**src/rtl/psram_wait_pkg.sv**
```systemverilog
// Package: shared types for the burst WAIT generator.
// Assumes: one burst phase is active at a time.
package psram_wait_pkg;
    typedef enum logic [1:0] {
        PH_IDLE = 2'd0,   // no burst open
        PH_LAT  = 2'd1,   // initial access latency
        PH_XFER = 2'd2,   // one word per cycle
        PH_ROW  = 2'd3    // row-crossing stall
    } burst_phase_t;
endpackage

```
**src/rtl/psram_stall_counter.sv**
```systemverilog
// Module: down-counter that times one stall (initial latency or row crossing).
// Assumes: load and active are never both meaningful in one cycle (load wins).
// done flags the last stall cycle; a held cycle is never the last one.
module psram_stall_counter #(
    parameter int LAT_W = 4
) (
    input  logic             clk,
    input  logic             rst_n,
    input  logic             load,
    input  logic [LAT_W-1:0] load_val,
    input  logic             active,
    input  logic             hold,
    output logic [LAT_W-1:0] cnt,
    output logic             done
);
    logic [LAT_W-1:0] cnt_q;

    // Purpose: load on stall entry, count down while a stall runs unheld.
    always_ff @(posedge clk) begin
        if (!rst_n)
            cnt_q <= '0;
        else if (load)
            cnt_q <= load_val;
        else if (active && !hold && (cnt_q > LAT_W'(1)))
            cnt_q <= cnt_q - 1'b1;
    end

    // Purpose: flag the final cycle of an unheld stall.
    always_comb done = active && !hold && (cnt_q <= LAT_W'(1));

    assign cnt = cnt_q;

    // A refresh-held stall cycle leaves the count untouched.
    assert_hold_keeps_count_R8: assert property (@(posedge clk) disable iff (!rst_n)
        (active && hold && !load) |=> (cnt_q == $past(cnt_q)));
endmodule

```
**src/rtl/psram_burst_addr.sv**
```systemverilog
// Module: linear burst word-address counter with row-end detection.
// Assumes: rows are 2**ROW_BITS words; the address wraps modulo 2**ADDR_W.
module psram_burst_addr #(
    parameter int ADDR_W   = 22,
    parameter int ROW_BITS = 7
) (
    input  logic              clk,
    input  logic              rst_n,
    input  logic              load,
    input  logic [ADDR_W-1:0] load_addr,
    input  logic              inc,
    output logic [ADDR_W-1:0] addr,
    output logic              row_last
);
    localparam logic [ROW_BITS-1:0] ROW_END = '1;

    logic [ADDR_W-1:0] addr_q;

    // Purpose: capture the start address, then step once per moved word.
    always_ff @(posedge clk) begin
        if (!rst_n)
            addr_q <= '0;
        else if (load)
            addr_q <= load_addr;
        else if (inc)
            addr_q <= addr_q + 1'b1;
    end

    // Purpose: flag the last word of a row.
    always_comb row_last = (addr_q[ROW_BITS-1:0] == ROW_END);

    assign addr = addr_q;

    // Each moved word advances the address by exactly one.
    assert_addr_step_R2: assert property (@(posedge clk) disable iff (!rst_n)
        (inc && !load) |=> (addr_q == $past(addr_q) + 1'b1));
endmodule

```
**src/rtl/psram_burst_fsm.sv**
```systemverilog
// Module: burst phase sequencer.
// Assumes: the stall counter reports stall_done on the final unheld stall cycle.
// Chip-enable high always wins; an address strobe under chip enable restarts.
module psram_burst_fsm
    import psram_wait_pkg::*;
(
    input  logic         clk,
    input  logic         rst_n,
    input  logic         ce_n,
    input  logic         adv_n,
    input  logic         stall_done,
    input  logic         row_last,
    output burst_phase_t phase,
    output burst_phase_t phase_next,
    output logic         start,
    output logic         row_enter
);
    burst_phase_t phase_q, phase_d;

    // Purpose: detect burst start and the step into a row stall.
    always_comb begin
        start     = !ce_n && !adv_n;
        row_enter = !ce_n && adv_n && (phase_q == PH_XFER) && row_last;
    end

    // Purpose: choose the next burst phase.
    always_comb begin
        phase_d = phase_q;
        if (ce_n)
            phase_d = PH_IDLE;
        else if (!adv_n)
            phase_d = PH_LAT;
        else begin
            unique case (phase_q)
                PH_IDLE: phase_d = PH_IDLE;
                PH_LAT:  phase_d = stall_done ? PH_XFER : PH_LAT;
                PH_ROW:  phase_d = stall_done ? PH_XFER : PH_ROW;
                PH_XFER: phase_d = row_last ? PH_ROW : PH_XFER;
                default: phase_d = PH_IDLE;
            endcase
        end
    end

    // Purpose: phase register.
    always_ff @(posedge clk) begin
        if (!rst_n)
            phase_q <= PH_IDLE;
        else
            phase_q <= phase_d;
    end

    assign phase      = phase_q;
    assign phase_next = phase_d;

    // Chip enable high leaves no burst open on the next cycle.
    assert_ce_high_idles_R9: assert property (@(posedge clk) disable iff (!rst_n)
        ce_n |=> (phase_q == PH_IDLE));

    // The last word of a row is followed by a row stall.
    assert_row_end_stalls_R7: assert property (@(posedge clk) disable iff (!rst_n)
        (!ce_n && adv_n && phase_q == PH_XFER && row_last) |=> (phase_q == PH_ROW));
endmodule

```
**src/rtl/psram_wait_gen.sv**
```systemverilog
// Module: top of the burst WAIT generator.
// Assumes: configuration inputs are steady while a burst is open.
// WAIT is active high. It follows the stall phases, or runs one cycle ahead of
// them (taken from the next phase) when cfg_wait_early is set.
module psram_wait_gen
    import psram_wait_pkg::*;
#(
    parameter int ADDR_W   = 22,
    parameter int ROW_BITS = 7,
    parameter int LAT_W    = 4
) (
    input  logic              clk,
    input  logic              rst_n,
    input  logic              ce_n,
    input  logic              adv_n,
    input  logic              we_n,
    input  logic [ADDR_W-1:0] addr_i,
    input  logic              cfg_wait_early,
    input  logic              cfg_fixed_lat,
    input  logic [LAT_W-1:0]  cfg_lat_cnt,
    input  logic              refresh_busy,
    output logic              wait_o,
    output logic              rd_valid_o,
    output logic              wr_accept_o,
    output logic [ADDR_W-1:0] data_addr_o
);
    burst_phase_t     phase, phase_next;
    logic             start, row_enter;
    logic             stall_done, stall_active, stall_hold;
    logic [LAT_W-1:0] stall_cnt, lat_load;
    logic             row_last, xfer;
    logic             is_write_q;

    // Purpose: clamp a zero latency setting to one cycle.
    always_comb lat_load = (cfg_lat_cnt == '0) ? LAT_W'(1) : cfg_lat_cnt;

    // Purpose: decide when the stall counter runs and when refresh holds it.
    always_comb begin
        stall_active = (phase == PH_LAT) || (phase == PH_ROW);
        stall_hold   = refresh_busy &&
                       ((phase == PH_ROW) || ((phase == PH_LAT) && !cfg_fixed_lat));
    end

    psram_burst_fsm u_fsm (
        .clk        (clk),
        .rst_n      (rst_n),
        .ce_n       (ce_n),
        .adv_n      (adv_n),
        .stall_done (stall_done),
        .row_last   (row_last),
        .phase      (phase),
        .phase_next (phase_next),
        .start      (start),
        .row_enter  (row_enter)
    );

    psram_stall_counter #(.LAT_W(LAT_W)) u_stall (
        .clk      (clk),
        .rst_n    (rst_n),
        .load     (start || row_enter),
        .load_val (lat_load),
        .active   (stall_active),
        .hold     (stall_hold),
        .cnt      (stall_cnt),
        .done     (stall_done)
    );

    // Purpose: one word moves per transfer-phase cycle.
    always_comb xfer = (phase == PH_XFER);

    psram_burst_addr #(.ADDR_W(ADDR_W), .ROW_BITS(ROW_BITS)) u_addr (
        .clk       (clk),
        .rst_n     (rst_n),
        .load      (start),
        .load_addr (addr_i),
        .inc       (xfer),
        .addr      (data_addr_o),
        .row_last  (row_last)
    );

    // Purpose: remember the burst direction captured at start.
    always_ff @(posedge clk) begin
        if (!rst_n)
            is_write_q <= 1'b0;
        else if (start)
            is_write_q <= !we_n;
    end

    // Purpose: drive WAIT and the datapath strobes.
    always_comb begin
        if (cfg_wait_early)
            wait_o = (phase_next == PH_LAT) || (phase_next == PH_ROW);
        else
            wait_o = stall_active;
        rd_valid_o  = xfer && !is_write_q;
        wr_accept_o = xfer &&  is_write_q;
    end

    // Fixed latency counts down even while refresh is busy.
    assert_fixed_ignores_refresh_R6: assert property (@(posedge clk) disable iff (!rst_n)
        (phase == PH_LAT && cfg_fixed_lat && !ce_n && adv_n && stall_cnt > LAT_W'(1))
        |=> (phase == PH_LAT && stall_cnt == $past(stall_cnt) - 1'b1));

    // Variable latency stays in the initial stall while refresh is busy.
    assert_var_refresh_holds_R4: assert property (@(posedge clk) disable iff (!rst_n)
        (phase == PH_LAT && !cfg_fixed_lat && refresh_busy && !ce_n && adv_n)
        |=> (phase == PH_LAT));

    // In aligned mode WAIT and a word transfer never share a cycle.
    assert_wait_excludes_xfer_R1: assert property (@(posedge clk) disable iff (!rst_n)
        !cfg_wait_early |-> !(wait_o && (rd_valid_o || wr_accept_o)));
endmodule

```
**config.mk**
```make
export PLATFORM = sky130hd
export DESIGN_NAME = psram_wait_gen
export DESIGN_NICKNAME = d
export VERILOG_FILES = /design/src/rtl/psram_wait_pkg.sv /design/src/rtl/psram_stall_counter.sv /design/src/rtl/psram_burst_addr.sv /design/src/rtl/psram_burst_fsm.sv /design/src/rtl/psram_wait_gen.sv
export SDC_FILE = /design/constraint.sdc
export NUM_CORES = 1
export LEC_CHECK = 0
export ABC_CLOCK_PERIOD_IN_PS = 2300
export CORE_MARGIN = 3
export CORE_UTILIZATION = 41
export DETAILED_ROUTE_END_ITERATION = 10
export PLACE_DENSITY = 0.76
export SYNTH_ARGS = -nofsm -noshare
export SYNTH_HDL_FRONTEND = slang
export SYNTH_HIERARCHICAL = 1
export SYNTH_SLANG_ARGS = --single-unit
```
**constraint.sdc**
```tcl
create_clock -name clk -period 2.3 [get_ports clk]
set_clock_uncertainty 0.2 [all_clocks]
set_input_delay 0.23 -clock clk [delete_from_list [all_inputs] [get_ports clk]]
set_output_delay 0.23 -clock clk [all_outputs]
set_load 0.02 [all_outputs]
```
* Yosys cells after proc, flatten, opt, wreduce, memory -nomap -nowiden
Index checks and enable logic that the tools add are counted.
Storage, ports and cells: RAM bits 0, register bits after elaboration 29, memories 0, bits in latches 0, bits in read-only memories 0, word-level logic and storage cells 51
Cells by class: add/sub/neg operators 2, bitwise operators 0, reductions and logical operators 25, equality and inequality tests 6, mux-type cells 12, divide/modulo/power cells 0, shift-type cells 0, multipliers 0, $lt $le $gt $ge 2
Operator list (count):
- $mux W22 | 2
- $add A22 B1 Y22 const B | 1
- $mux W4 | 3
- $logic_and A1 B1 Y1 | 11
- $pmux W2 S4 | 1
- $eq A7 B7 Y1 const B | 1
- $eq A2 B2 Y1 const B | 3
- $logic_not A1 Y1 | 6
- $mux W2 | 3
- $eq A2 B1 Y1 const B | 2
- $gt A4 B1 Y1 const B | 1
- $le A4 B1 Y1 const B | 1
- $logic_not A4 Y1 | 1
- $logic_or A1 B1 Y1 | 4
- $reduce_bool A2 Y1 | 2
- $sub A4 B1 Y4 const B | 1
- $mux W1 | 3
- $logic_not A2 Y1 | 1

* Longest topological paths before layout
Gate-level depths: netlist of run 1.
depth after elaboration 14, mapped depth 9, depth with buffers taken out 9

* Modules after synthesis
Netlist of run 1, hierarchy kept.
Modules (own cells, without submodules):
- psram_burst_addr | instances 1, cells an instance 146, area each 1221.2 um^2
- psram_stall_counter | instances 1, cells an instance 36, area each 276.5 um^2
- psram_burst_fsm | instances 1, cells an instance 13, area each 118.9 um^2
- psram_wait_gen | instances 1, cells an instance 17, area each 110.1 um^2

* Worst setup path before layout of run 1
Ideal clock, no wire load.
path type flip-flop to flip-flop, start reg u_addr.addr_q[0], in the netlist u_addr/addr[0], end reg u_addr.addr_q[16], in the netlist u_addr/addr[16], arrival time 1.980 ns, cell stages (with the launch flop) 7, clock period less this slack 2.254 ns, library setup time 0.074 ns, setup slack 0.046 ns, cells stage by stage dfxtp_1 ha_1 nand2_1 or3_4 buf_6 or4_1 a31oi_1
Between the ends: longest elaborated chain between the ends 3
Ends and longest elaborated chain:
- from (decl) | line psram_burst_addr.sv:17 | logic [ADDR_W-1:0] addr_q;
- from (signal assigned) | line psram_burst_addr.sv:24 | addr_q <= load_addr;
- from (signal assigned) | line psram_burst_addr.sv:26 | addr_q <= addr_q + 1'b1;
- $add A22 B1 Y22 | line psram_burst_addr.sv:26
- $mux W22 | line psram_burst_addr.sv:25 | else if (inc)
- $mux W22 | line psram_burst_addr.sv:23 | else if (load)
No other way between the ends. The select of a mux whose other input is x is not followed. A chain may end at the register's enable or synchronous reset.

* Final worst setup path of run 1
start reg u_stall.cnt_q[2], in the netlist u_stall/cnt[2], end out wait_o
Between the ends: longest elaborated chain between the ends 9, elaborated cells between the ends (all ways) 11, classes of those cells 1 x order compare; 2 x eq/ne; 6 x mux; 2 x reduce/logical
Ends and longest elaborated chain:
- from (decl) | line psram_stall_counter.sv:16 | logic [LAT_W-1:0] cnt_q;
- from (signal assigned) | line psram_stall_counter.sv:23 | cnt_q <= load_val;
- from (signal assigned) | line psram_stall_counter.sv:25 | cnt_q <= cnt_q - 1'b1;
- $le A4 B1 Y1 (*) | line psram_stall_counter.sv:29 | always_comb done = active && !hold && (cnt_q <= LAT_W'(1));
- $logic_and A1 B1 Y1 (*) | line psram_stall_counter.sv:29
- named net stall_done | line psram_wait_gen.sv:29 | logic stall_done, stall_active, stall_hold;
- $mux W1 or $mux W2 (tied branches) | line psram_burst_fsm.sv:37, psram_burst_fsm.sv:36
- $pmux W2 S4 (*) | line psram_burst_fsm.sv:34 | unique case (phase_q)
- $mux W2 (*) | line psram_burst_fsm.sv:31 | else if (!adv_n)
- $mux W2 (*) | line psram_burst_fsm.sv:29 | if (ce_n)
- named net phase_next[0] | line psram_wait_gen.sv:27 | burst_phase_t phase, phase_next;
- $eq A2 B1 Y1 or $eq A2 B2 Y1 (tied branches) | line psram_wait_gen.sv:92 | wait_o = (phase_next == PH_LAT) || (phase_next == PH_ROW);
- $logic_or A1 B1 Y1 (*) | line psram_wait_gen.sv:92
- $mux W1 (*) | line psram_wait_gen.sv:91 | if (cfg_wait_early)
- to (decl) | line psram_wait_gen.sv:22 | output logic wait_o,
The timed path passes the listed nets; every way through them passes the cells marked *.

==> flow_metrics.py, run 1 <==
metrics = {
    "setup_path": {
        "worstSetupEndpointType": "primary output",
        "crit_path_top_delay_cell": "sky130_fd_sc_hd__or2_2",
        "crit_arrival_ps": 1780,
        "timing.critical_path.max_delay_family": "simple AND/OR/NAND/NOR gates",
        "cp_data_required_time_ps": 1870,
        "worst-path-max-fanout": 2,
        "timing.critical_path.from_type": "flop",
        "worst-path-buf-inv": 1,
        "worst_path_largest_cell_delay_ps": 330,
        "critPathKind": "flop to primary output",
        "path_cells": "or2_2 -> nor3_4 -> nand2b_1 -> a31oi_1 -> mux2_2 -> buf_2",
    },
    "detailed_routing": {
        "drt_wl_total_um": 4656,
        "dr_total_vias": 1860,
        "viasPerCell": 5.552,
        "detail_route.drc_violations": 0,
        "drtAntennaViolNets": 0,
        "wire_per_inst_um": 13.90,
        "drt_iter0_drc": 98,
        "drt-pass1-iter-count": 4,
    },
    "synth": {
        "postSynthAreaPerCell_um2": 8.165,
        "syn_nets": 248,
        "synthesized_cell_area_mm2": 0.001723,
        "yosys_warnings": 6,
        "post_synth_inst_count": 211,
    },
    "floorplan": {
        "fp.dieW_um": 70.83,
        "fp.coreArea_mm2": 0.003854,
        "chipHeight_um": 70.83,
        "die_ar_mm2": 0.005016,
        "ports_placed_on_the_boundary": 59,
        "site_row_count": 22,
        "floorplan.initialDensity_pct": 44.71,
    },
    "timing": {
        "period_utilisation_layout_pct": 96.06,
        "timing.slew.headroom_pct": 76.46,
        "max_freq_mhz": 452.6,
        "rsz0062_at_grt": "no",
        "setup_viol": 0,
        "timing_max_transition_violations_final": 0,
        "hold_viol": 0,
        "timing.setup.tns_ps": 0,
        "fin_crit_ps": 2209,
        "worst_slew_pin_slew_ps": 349.9,
    },
    "clock_network": {
        "cts_setup_buffers": 0,
        "cts_inserted_buffers": 5,
        "cts_max_level": 2,
        "clock_insertion_delay_worst_skew_ps": 280,
        "cts.root.buffer_cell": "sky130_fd_sc_hd__clkbuf_8",
        "cts-root-to-sink-buffers": 2,
        "clock_tree_from_tritoncts": "done",
        "cts-hold-fix-buffers": 0,
        "clkSlewWorstSetupHoldPaths_ps": 60,
        "clock-sinks": 29,
    },
    "placement": {
        "final_weighted_congestion_in_routability_driven_placement": 0.8669,
        "port-buffer-count": 58,
        "place.detailed.hpwl_um": 3443,
    },
    "global_routing": {
        "grt_antenna_before_repair": 0,
        "grt_pass1_vias": 1791,
        "grt_pass1_wl_um": 7817,
        "groute.usage.overall_pct": 19.18,
        "pin_count_of_the_biggest_net_entering_global_routing": 33,
        "gr-total-overflow": 0,
    },
    "cells_and_area": {
        "nNetsFinal": 323,
        "antennaDiodeCount": 0,
        "layout.filler_cells": 334,
        "flow.area_growth_from_synthesis_pct": 50.84,
        "drive_above_1_share_pct": 17.07,
    },
    "flow_run": {
        "maxCapViolCount": 0,
    },
    "worst_hold_path": {
        "timing.hold.worst.class": "flop to flop",
    },
    "status": {
        "outcome": "finished, final reports clean",
    },
    "pwr": {
        "powerDensity_mw_per_mm2": 493.9,
        "peakVddDrop_uv": 297.0,
        "p_total_uw": 1284,
        "cellLeakagePower_uw": 0.0009779,
    },
}
## worst paths after layout
check | slack (ps) | cells after the start | endpoint | startpoint
hold reg to reg | 300 | 2 | u_addr/addr[21]$_SDFFE_PN0P_ | u_addr/addr[21]$_SDFFE_PN0P_
setup reg to reg | 140 | 6 | u_addr/addr[18]$_SDFFE_PN0P_ | u_fsm/phase[0]$_SDFF_PN0_
hold / removal | 300 | 2 | u_addr/addr[21]$_SDFFE_PN0P_ | u_addr/addr[21]$_SDFFE_PN0P_
setup / recovery | 90 | 6 | wait_o | u_stall/cnt[2]$_SDFFE_PN0P_
## through the flow
step / hold WS (ps) / utilization (%) / std cells / setup WS (ps) / cell area [um2]
final: 304.1 / 67.44 / 335 / 90.56 / 2599
after global placement: 288.4 / 64.29 / 327 / -321.6 / 2477
after CTS: 305.6 / 67.18 / 335 / 59.65 / 2589
after global routing: 347.9 / 67.44 / 335 / 11.45 / 2599
after floorplan: 97.86 / - / 211 / 45.98 / 1723
after detailed placement: 296.6 / 64.29 / 327 / -348.8 / 2477
## worst register-to-register path, delay by kind of cell (launching register included)
| kind | cells | cell delay, ps |
|---|---|---|
| AO/OA/AOI/OAI | 1 | 180 |
| AND/OR/NAND/NOR | 4 | 1170 |
| buffers and inverters | 1 | 180 |
| flip-flops | 1 | 350 |
## power by group
group | internal [uW] | total (uW) | switching (uW)
clock | 214 | 402 | 188
combinational | 171 | 312 | 140
sequential | 536 | 570 | 34.0
total | 921 | 1280 | 362
## cells in the final DEF (no fill, tap or decap), types with 3 or more instances in the layout
cell type and instances:
sky130_fd_sc_hd__buf_4 25, sky130_fd_sc_hd__o211a_1 6, sky130_fd_sc_hd__o21ai_0 20, sky130_fd_sc_hd__nor4_1 3, sky130_fd_sc_hd__xnor2_1 8, sky130_fd_sc_hd__nand2b_1 3, sky130_fd_sc_hd__nor3_1 6, sky130_fd_sc_hd__ha_1 3
sky130_fd_sc_hd__o31ai_1 7, sky130_fd_sc_hd__dfxtp_1 29, sky130_fd_sc_hd__o2111ai_1 3, sky130_fd_sc_hd__xor2_1 3, sky130_fd_sc_hd__nand3_1 11, sky130_fd_sc_hd__or2_2 3, sky130_fd_sc_hd__nand2_1 14, sky130_fd_sc_hd__a21oi_1 10
sky130_fd_sc_hd__clkbuf_1 3, sky130_fd_sc_hd__clkbuf_8 5, sky130_fd_sc_hd__or4_1 6, sky130_fd_sc_hd__nand4_1 5, sky130_fd_sc_hd__nor2_1 7, sky130_fd_sc_hd__inv_1 10, sky130_fd_sc_hd__a31oi_1 10, sky130_fd_sc_hd__clkdlybuf4s50_1 56
## area by class of cell
| cell class | instances | area (um2) | area share [%] |
|---|---|---|---|
| Clock buffer | 8 | 80.08 | 3.081 |
| Inverter | 10 | 37.54 | 1.444 |
| Multi-Input combinational cell | 157 | 1079 | 41.50 |
| Sequential cell | 29 | 580.6 | 22.34 |
| Tap cell | 48 | 60.06 | 2.311 |
| Timing Repair Buffer | 83 | 762.0 | 29.32 |
## sequential cells by signal, summed over array words and instances (netlist names)
| name | flops |
|---|---|
| u_addr/addr | 22 |
| u_stall/cnt | 4 |
| u_fsm/phase | 2 |
| is_write_q | 1 |
## timing repair
item / 4_1_cts / 5_1_grt
pin swaps: 1 / 0
setup endpoints to repair: 1 / 3
gates resized for setup: 12 / 2
gates cloned: 0 / 0
## metal layers
metal	routed length (um)	up-vias	global-route usage, %	share of wire (%)
met5	0	-	0	0
met4	61	0	6.889	1.3
met3	284	5	4.830	6.1
met2	2300	46	32.34	49
met1	2010	864	23.62	43
li1	-	945	-	-
(Power assumes the default switching activity.)
==> run 2: changes to the inputs <==
Settings changed: CTS_CLUSTER_SIZE set to 28.
==> results of run 2 <==
No change in the layout: final DEF, timing and power equal those of run 1.
==> run 3: changes to the inputs <==
Settings changed: CORE_UTILIZATION 41 to 56, DONT_BUFFER_PORTS set to 1, PLACE_DENSITY 0.76 to 0.74.
==> flow_metrics.py, run 3 (synthesis results as in run 1) <==
metrics = {
    "status": {
        "outcome": "finished, final reports clean",
    },
    "timing": {
        "fin_crit_ps": 2281,
        "setup_viol": 0,
        "max_freq_mhz": 438.5,
        "hold_slack_ps": 84.45,
        "hold_viol": 0,
        "worst_slew_pin_slew_ps": 893.9,
        "timing.slew.headroom_pct": 40.41,
        "timing_max_transition_violations_final": 0,
        "period_utilisation_layout_pct": 99.16,
        "rsz0062_at_grt": "yes",
    },
    "flow_run": {
        "maxCapViolCount": 0,
    },
    "detailed_routing": {
        "wire_per_inst_um": 17.85,
        "dr_total_vias": 1867,
        "drt_wl_total_um": 5194,
        "drt_iter0_drc": 122,
        "viasPerCell": 6.416,
        "drt-pass1-iter-count": 4,
        "drtAntennaViolNets": 0,
        "detail_route.drc_violations": 0,
    },
    "setup_path": {
        "crit_path_top_delay_cell": "sky130_fd_sc_hd__or4_1",
        "timing.critical_path.max_delay_family": "simple AND/OR/NAND/NOR gates",
        "path_cells": "nor2b_2 -> nand3_1 -> or3_1 -> or4_1 -> a31oi_1",
        "worst-path-buf-inv": 0,
        "timing.critical_path.from_type": "flop",
        "worst_path_largest_cell_delay_ps": 570,
        "crit_arrival_ps": 2340,
        "worstSetupEndpointType": "flop",
        "critPathKind": "flop to flop",
        "worst-path-max-fanout": 9,
        "cp_data_required_time_ps": 2360,
    },
    "cells_and_area": {
        "antennaDiodeCount": 0,
        "post_layout_nonfiller_instances": 291,
        "flow.area_growth_from_synthesis_pct": 33.84,
        "drive_above_1_share_pct": 20.77,
        "largest_reg_flops": 22,
        "nNetsFinal": 296,
        "commonest_non_fill_non_tap_cell_in_the_layout": "sky130_fd_sc_hd__dlygate4sd3_1",
        "layout_common_cells": "sky130_fd_sc_hd__dlygate4sd3_1, sky130_fd_sc_hd__dfxtp_1, sky130_fd_sc_hd__buf_4, sky130_fd_sc_hd__o21ai_0, sky130_fd_sc_hd__nand2_1",
        "fin_util_pct": 80.83,
    },
    "clock_network": {
        "cts.root.buffer_cell": "sky130_fd_sc_hd__clkbuf_4",
        "cts_max_level": 2,
        "clock-sinks": 29,
        "clock_insertion_delay_worst_skew_ps": 330,
        "clkSlewWorstSetupHoldPaths_ps": 90,
        "cts-root-to-sink-buffers": 2,
        "clock_tree_from_tritoncts": "done",
        "cts_inserted_buffers": 5,
    },
    "pwr": {
        "powerDensity_mw_per_mm2": 515.6,
        "p_total_uw": 1189,
        "cellLeakagePower_uw": 0.0009085,
        "peakVddDrop_uv": 409.2,
    },
    "floorplan": {
        "site_row_count": 19,
        "chipHeight_um": 61.47,
        "die_ar_mm2": 0.003778,
        "fp.dieW_um": 61.47,
        "fp.coreArea_mm2": 0.002853,
        "ports_placed_on_the_boundary": 59,
        "floorplan.initialDensity_pct": 60.39,
    },
    "placement": {
        "final_weighted_congestion_in_routability_driven_placement": 0.8345,
        "dpl.cell_count": 251,
        "place.detailed.hpwl_um": 3096,
        "port-buffer-count": 0,
    },
    "global_routing": {
        "grt_pass1_vias": 1734,
        "grt_antenna_before_repair": 0,
        "gr-total-overflow": 0,
        "groute.usage.overall_pct": 27.51,
        "pin_count_of_the_biggest_net_entering_global_routing": 31,
        "grt_pass1_wl_um": 7590,
    },
    "worst_hold_path": {
        "timing.hold.worst.class": "primary input to flop",
    },
}
## run 3: cell count changes in the layout (fill, tap and decap cells not counted), moves of 2 or more
| cell | before | now |
|---|---|---|
| sky130_fd_sc_hd__clkdlybuf4s50_1 | 56 | 0 |
| sky130_fd_sc_hd__dlygate4sd3_1 | 0 | 30 |
| sky130_fd_sc_hd__clkbuf_4 | 0 | 5 |
| sky130_fd_sc_hd__clkbuf_1 | 3 | 0 |
| sky130_fd_sc_hd__clkbuf_8 | 5 | 2 |
| sky130_fd_sc_hd__dfxtp_1 | 29 | 27 |
| sky130_fd_sc_hd__dfxtp_2 | 0 | 2 |
## run 3: layout make-up
type,count,area (um2)
multi-input combinational,157,1070
sequential,29,583.1
fill,188,546.8
timing repair buffer,56,504.2
clock buffer,7,65.06
inverter,10,40.04
tap,31,38.79
clock inverter,1,5.005
## run 3: per-layer routing
metal  vias up  routed length, um  track usage, %
met5         -                  0               0
met4         0                163           11.82
met3        19                367           8.805
met2        76               2607           48.04
met1       890               2056           30.59
li1        882                  -               -
## run 3: through the flow
step / instance area (um2) / setup TNS [ps] / setup slack, ps
2_1_floorplan: 1723 / 0 / 45.98
3_3_place_gp: 1868 / 0 / 179.1
3_5_place_dp: 1868 / 0 / 89.32
4_1_cts: 2272 / 0 / 1.777
5_1_grt: 2306 / -176.4 / -59.94
6_report: 2306 / 0 / 19.28
## run 3: final timing paths
kind / end / from / slack [ps] / cells after the start
min reg2reg: is_write_q$_SDFFE_PN0P_ / is_write_q$_SDFFE_PN0P_ / 340 / 1
max: u_addr/addr[13]$_SDFFE_PN0P_ / u_fsm/phase[1]$_SDFF_PN0_ / 20 / 5
min: is_write_q$_SDFFE_PN0P_ / adv_n / 80 / 4
max reg2reg: u_addr/addr[13]$_SDFFE_PN0P_ / u_fsm/phase[1]$_SDFF_PN0_ / 20 / 5
## run 3: where the power goes
part	switching [uW]	internal (uW)	leakage (uW)
logic	140	124	0.000627
clock network	180	177	0.0000413
registers	32.7	535	0.000240
## run 3: timing repair
item	in CTS	in global routing
resized for setup	4	10
setup endpoints to repair	1	6
endpoints found under the hold margin	29	0
hold buffers	31	0
buffers inserted	0	1
pin swaps	1	1
## run 3: tightest hold or removal path, stage by stage
cell and delay (ps):
sky130_fd_sc_hd__nor2_1 30, sky130_fd_sc_hd__buf_4 150, sky130_fd_sc_hd__nand2_1 60, sky130_fd_sc_hd__o211a_1 120
